==> src/rtl/mfx_pkg.sv <==
// Package mfx_pkg: shared widths and the memory cycle kind encoding used by
// the field extension controller. Assumes a 12-bit word offset and 3-bit fields.
package mfx_pkg;
    localparam int unsigned OFS_W_DEF = 12;
    localparam int unsigned FLD_W_DEF = 3;

    typedef enum logic [1:0] {
        CYC_FETCH    = 2'd0,
        CYC_DIRECT   = 2'd1,
        CYC_INDIRECT = 2'd2,
        CYC_SPARE    = 2'd3
    } cyc_kind_t;
endpackage

==> src/rtl/mfx_field_src.sv <==
// Module mfx_field_src: picks the field number carried by a change command,
// either from the instruction bits or from the accumulator.
// Assumes both sources are valid whenever a change command is asserted.
module mfx_field_src #(
    parameter int unsigned FW = 3
) (
    input  logic          from_acc,
    input  logic [FW-1:0] code_fld,
    input  logic [FW-1:0] acc_fld,
    output logic [FW-1:0] sel_fld
);
    // Select the field value source.
    always_comb begin
        sel_fld = from_acc ? acc_fld : code_fld;
    end
endmodule

==> src/rtl/mfx_field_regs.sv <==
// Module mfx_field_regs: holds the active instruction field, the buffer for a
// deferred instruction-field change with its waiting flag, and the data field.
// Assumes commands and the jump strobe are single-cycle pulses from the decoder.
module mfx_field_regs #(
    parameter int unsigned FW = 3
) (
    input  logic          clk,
    input  logic          rst_n,
    input  logic          if_chg,
    input  logic          df_chg,
    input  logic          jump_done,
    input  logic [FW-1:0] new_fld,
    output logic [FW-1:0] if_fld,
    output logic [FW-1:0] df_fld,
    output logic [FW-1:0] ib_fld
);
    logic if_wait;

    // Data field: loads on the edge where its change command is decoded.
    always_ff @(posedge clk) begin
        if (!rst_n) begin
            df_fld <= '0;
        end else if (df_chg) begin
            df_fld <= new_fld;
        end
    end

    // Instruction-field buffer: keeps the most recent requested field.
    always_ff @(posedge clk) begin
        if (!rst_n) begin
            ib_fld <= '0;
        end else if (if_chg) begin
            ib_fld <= new_fld;
        end
    end

    // Active instruction field and waiting flag: the change commits at a jump.
    always_ff @(posedge clk) begin
        if (!rst_n) begin
            if_fld  <= '0;
            if_wait <= 1'b0;
        end else if (if_chg && jump_done) begin
            if_fld  <= new_fld;
            if_wait <= 1'b0;
        end else if (if_chg) begin
            if_wait <= 1'b1;
        end else if (jump_done && if_wait) begin
            if_fld  <= ib_fld;
            if_wait <= 1'b0;
        end
    end
endmodule

==> src/rtl/mfx_addr_form.sv <==
// Module mfx_addr_form: chooses the field for the current cycle kind and
// places it above the effective address. Purely combinational.
// Assumes the cycle kind encoding from mfx_pkg; the spare code acts as direct.
module mfx_addr_form #(
    parameter int unsigned OFS_W = 12,
    parameter int unsigned FW    = 3
) (
    input  mfx_pkg::cyc_kind_t   kind,
    input  logic [OFS_W-1:0]     offset,
    input  logic [FW-1:0]        if_fld,
    input  logic [FW-1:0]        df_fld,
    output logic [OFS_W+FW-1:0]  phys
);
    logic [FW-1:0] use_fld;

    // Pick the field register that governs this cycle kind.
    always_comb begin
        unique case (kind)
            mfx_pkg::CYC_INDIRECT: use_fld = df_fld;
            default:               use_fld = if_fld;
        endcase
    end

    // Join the field number and the effective address.
    always_comb begin
        phys = {use_fld, offset};
    end
endmodule

==> src/rtl/mem_field_ext.sv <==
// Module mem_field_ext: top of the memory field extension controller.
// Forms a physical address from a field number and a 12-bit effective address.
// Instruction-field changes are deferred until a jump; data-field changes are immediate.
// Assumes a synchronous active-low reset and decoder strobes stable at each rising edge.
module mem_field_ext #(
    parameter int unsigned OFS_W = mfx_pkg::OFS_W_DEF,
    parameter int unsigned FW    = mfx_pkg::FLD_W_DEF,
    localparam int unsigned PA_W = OFS_W + FW
) (
    input  logic             clk,
    input  logic             rst_n,
    input  logic [1:0]       cyc_kind,
    input  logic [OFS_W-1:0] eff_addr,
    input  logic             if_chg,
    input  logic             df_chg,
    input  logic             fld_from_acc,
    input  logic [FW-1:0]    fld_code,
    input  logic [FW-1:0]    acc_fld,
    input  logic             jump_done,
    output logic [PA_W-1:0]  phys_addr,
    output logic [FW-1:0]    if_q,
    output logic [FW-1:0]    df_q,
    output logic [FW-1:0]    ib_q
);
    logic [FW-1:0]      sel_fld;
    mfx_pkg::cyc_kind_t kind;

    // Convert the raw cycle code into the enumerated kind.
    always_comb begin
        kind = mfx_pkg::cyc_kind_t'(cyc_kind);
    end

    mfx_field_src #(.FW(FW)) u_src (
        .from_acc (fld_from_acc),
        .code_fld (fld_code),
        .acc_fld  (acc_fld),
        .sel_fld  (sel_fld)
    );

    mfx_field_regs #(.FW(FW)) u_regs (
        .clk       (clk),
        .rst_n     (rst_n),
        .if_chg    (if_chg),
        .df_chg    (df_chg),
        .jump_done (jump_done),
        .new_fld   (sel_fld),
        .if_fld    (if_q),
        .df_fld    (df_q),
        .ib_fld    (ib_q)
    );

    mfx_addr_form #(.OFS_W(OFS_W), .FW(FW)) u_addr (
        .kind   (kind),
        .offset (eff_addr),
        .if_fld (if_q),
        .df_fld (df_q),
        .phys   (phys_addr)
    );
endmodule

==> config.mk <==
export PLATFORM = sky130hd
export DESIGN_NAME = mem_field_ext
export DESIGN_NICKNAME = d
export VERILOG_FILES = /design/src/rtl/mfx_pkg.sv /design/src/rtl/mfx_field_src.sv /design/src/rtl/mfx_field_regs.sv /design/src/rtl/mfx_addr_form.sv /design/src/rtl/mem_field_ext.sv
export SDC_FILE = /design/constraint.sdc
export NUM_CORES = 1
export LEC_CHECK = 0
export ABC_AREA = 1
export BUFFER_PORTS_ARGS = -buffer_cell sky130_fd_sc_hd__buf_2
export CAP_MARGIN = 15
export CORE_UTILIZATION = 36
export DETAILED_ROUTE_END_ITERATION = 8
export HOLD_SLACK_MARGIN = 0.06
export PLACE_DENSITY = 0.88
export REMOVE_ABC_BUFFERS = 1
export SLEW_MARGIN = 20
export SYNTH_ARGS = -nofsm -noshare
export SYNTH_HDL_FRONTEND = slang
export SYNTH_SLANG_ARGS = --single-unit
==> constraint.sdc <==
create_clock -name clk -period 1 [get_ports clk]
set_input_delay 0.1 -clock clk [delete_from_list [all_inputs] [get_ports clk]]
set_output_delay 0.1 -clock clk [all_outputs]
set_load 0.1 [all_outputs]
==> flow_summary.toml <==
[timing]
slew_headroom_pct = 72.4
hold_viol = 0
max_freq_mhz = 903
period_share_pct = 111
rsz0062_at_grt = "true"
postLayoutSetupSlackWorst_ps = -108
fin_crit_ps = 1110
setup_viol = 3
maxSlewViolCount = 0
worstMarginPinSlew_ps = 413
fin_skew_ps = 2.30

[worst_setup_path]
crit_buf_inv = 1
critical_path_required_ps = 900
critical_path.cell_chain = "nor2_2 -> a21oi_4 -> buf_12"
r2r_end = "u_regs.df_fld[0]"
arrival_ps = 1010
path_max_fanout = 2
path_delay_family = "flip-flops"
max_stage_delay_ps = 350
rrSetupSlack_ps = 120
slowest_stage = "dfxtp_2"
critical_path_class = "reg -> out"
cp-start-kind = "register"
endpoint_kind = "output pin"
reg2regPathDepth = 4
r2r_start = "u_regs.df_fld[0]"

[die]
core_area_um2 = 1490
dieArea_um2 = 1750
initial_core_util_pct = 38.4
ios = 50
die_h_um = 41.9
rows = 14
die_w_um = 41.9

[grt]
grt-ovfl-total = 0
grt_max_degree = 11
grt_usage_pct = 21.2
grt_pass1_vias = 645
grt_first_pass_wirelength_mm = 2.78
antenna_found_initial = 0

[synth]
synth_area_leaders = "dfxtp_1, buf_4, nand2_1"
yosysUniqueCellTypes = 14
yosys.area_share.adder_pct = 0
syn_area_um2 = 572
synth_compound_area_share_pct = 11.6
synth-xor-area-share_pct = 0
netlist_instances = 82
ys_seq_area_share_pct = 35.0
muxShareOfSynthArea_pct = 0
synthSimpleGateAreaFrac_pct = 26.7
yosysTopAreaCell = "dfxtp_1"
synth_top_family_by_area = "buffers and inverters"
syn_area_per_cell_um2 = 6.97
yosysTopAreaCellShare_pct = 35.0
ys_warn_count = 0
ys_ff_latch = 10

[layout]
layout.nets = 135
final_cells = 123
final_area_um2 = 946
final_layout_size_suffix_gt1_share_pct = 51.4
antenna_cells = 0
areaGrowthSynthToFinish_pct = 65.4

[drt]
drc = 0
ant_nets = 0
dr.pass1.iters = 4
vias = 632
vias_per_cell = 5.14
first_iter_violations = 20
wire_per_inst_um = 13.2
routed_wl_mm = 1.62

[place]
placed_area_um2 = 838
place_ws_ps = 43.2
dp_hpwl_mm = 1.09
io_buffers = 25
dp.cells = 116
gp_congestion = 0.867

[hold_path]
holdPathEnd = "u_regs.df_fld[0]"
min_path_cells = 3
min-delay-start = "df_chg"
hp-class = "in -> reg"

[cts]
cts_buffer_depth = 2
h-tree-depth = 1
cts_sinks = 10
cts_buffers = 3
clock_latency_ps = 260
cts_root_buf = "clkbuf_4"
cts_tree = "done"
path_clk_slew_ps = 60

[power]
ir_drop_uv = 635
power_density_nw_per_um2 = 1490
cellLeakagePower_nw = 0.485

[outcome]
status = "complete, but fails checks"
violations = "negative setup slack"

[job]
maxCapViolCount = 0
-- metrics by stage --
step	hold WS (ps)	TNS [ps]	utilization [%]	power, W
2_1_floorplan	172	-7840	-	0.000827
3_3_place_gp	201	0	56.3	0.00108
3_5_place_dp	201	0	56.3	0.00109
4_1_cts	124	-312	62.1	0.00140
5_1_grt	131	-505	63.5	0.00148
6_report	136	-299	63.5	0.00141
-- repair_timing --
item                                    4_1_cts  5_1_grt
cloned                                        0        0
endpoints found under the hold margin         1        0
endpoints found under the setup margin        6        8
gates resized for setup                      16        3
pin swaps                                     3        1
hold buffers                                  1        0
setup buffers                                 2        3
-- layer usage --
layer / vias up / track usage [%] / wire (um)
li1: 300 / - / -
met1: 279 / 20.2 / 524
met2: 47 / 34.7 / 856
met3: 6 / 13.5 / 214
met4: 0 / 11.0 / 26
met5: - / 0 / 0
-- worst min-delay path, stage by stage --
cell and delay [ps]:
buf_2 130, o211ai_1 90, inv_1 50
-- placed cells by master, fill, tap and decap left out --
cell,count
a21oi_1,3
a21oi_4,3
buf_12,12
buf_2,13
buf_4,8
buf_6,1
clkbuf_4,3
clkinv_1,1
dfxtp_1,4
dfxtp_2,6
dlygate4sd3_1,1
inv_1,7
inv_2,5
nand2_1,17
nand3_1,11
nor2_1,1
nor2_2,3
o211ai_1,3
o21ai_0,1
o21ai_2,1
or2_1,3
-- registers in the layout, summed over array words and instances (netlist names) --
signal          count
u_regs.df_fld       3
u_regs.ib_fld       3
u_regs.if_fld       3
u_regs.if_wait      1
-- cells by family (layout without fill, tap and decap cells) --
group	after synthesis	after routing
buffers and inverters	26	51
flip-flops	10	10
AND/OR/NAND/NOR	35	35
AO/OA/AOI/OAI	11	11
-- layout make-up --
cell class	count	area, um^2
multi-input combinational	46	260
timing repair buffer	35	387
fill	125	543
sequential	10	208
clock buffer	3	22.5
inverter	13	48.8
tap	16	20.0
-- cell usage after synthesis --
| cell | count |
|---|---|
| a21oi_1 | 6 |
| buf_4 | 12 |
| clkbuf_8 | 1 |
| clkinv_1 | 1 |
| dfxtp_1 | 10 |
| inv_1 | 10 |
| inv_2 | 2 |
| nand2_1 | 17 |
| nand3_1 | 11 |
| nor2_1 | 4 |
| o211ai_1 | 3 |
| o21ai_0 | 1 |
| o21ai_2 | 1 |
| or2_1 | 3 |
-- worst max path at each step --
stage / from / end / slack (ps) / cells after the start
finish: u_regs.df_fld[0] / phys_addr[12] / -110 / 3
global route: u_regs.df_fld[2] / phys_addr[14] / -150 / 3
CTS: u_regs.if_fld[2] / phys_addr[14] / -110 / 3
detailed placement: cyc_kind[0] / phys_addr[12] / 40 / 6
global placement: cyc_kind[0] / phys_addr[13] / 90 / 5
floorplan: u_regs.df_fld[1] / phys_addr[13] / -1650 / 2
-- report_power, final --
part	internal, W	switching, W
clock	0.000138	0.000125
combinational	0.000255	0.000432
sequential	0.000432	0.0000233
total	0.000825	0.000581
Power figures use the tool's default switching activity.
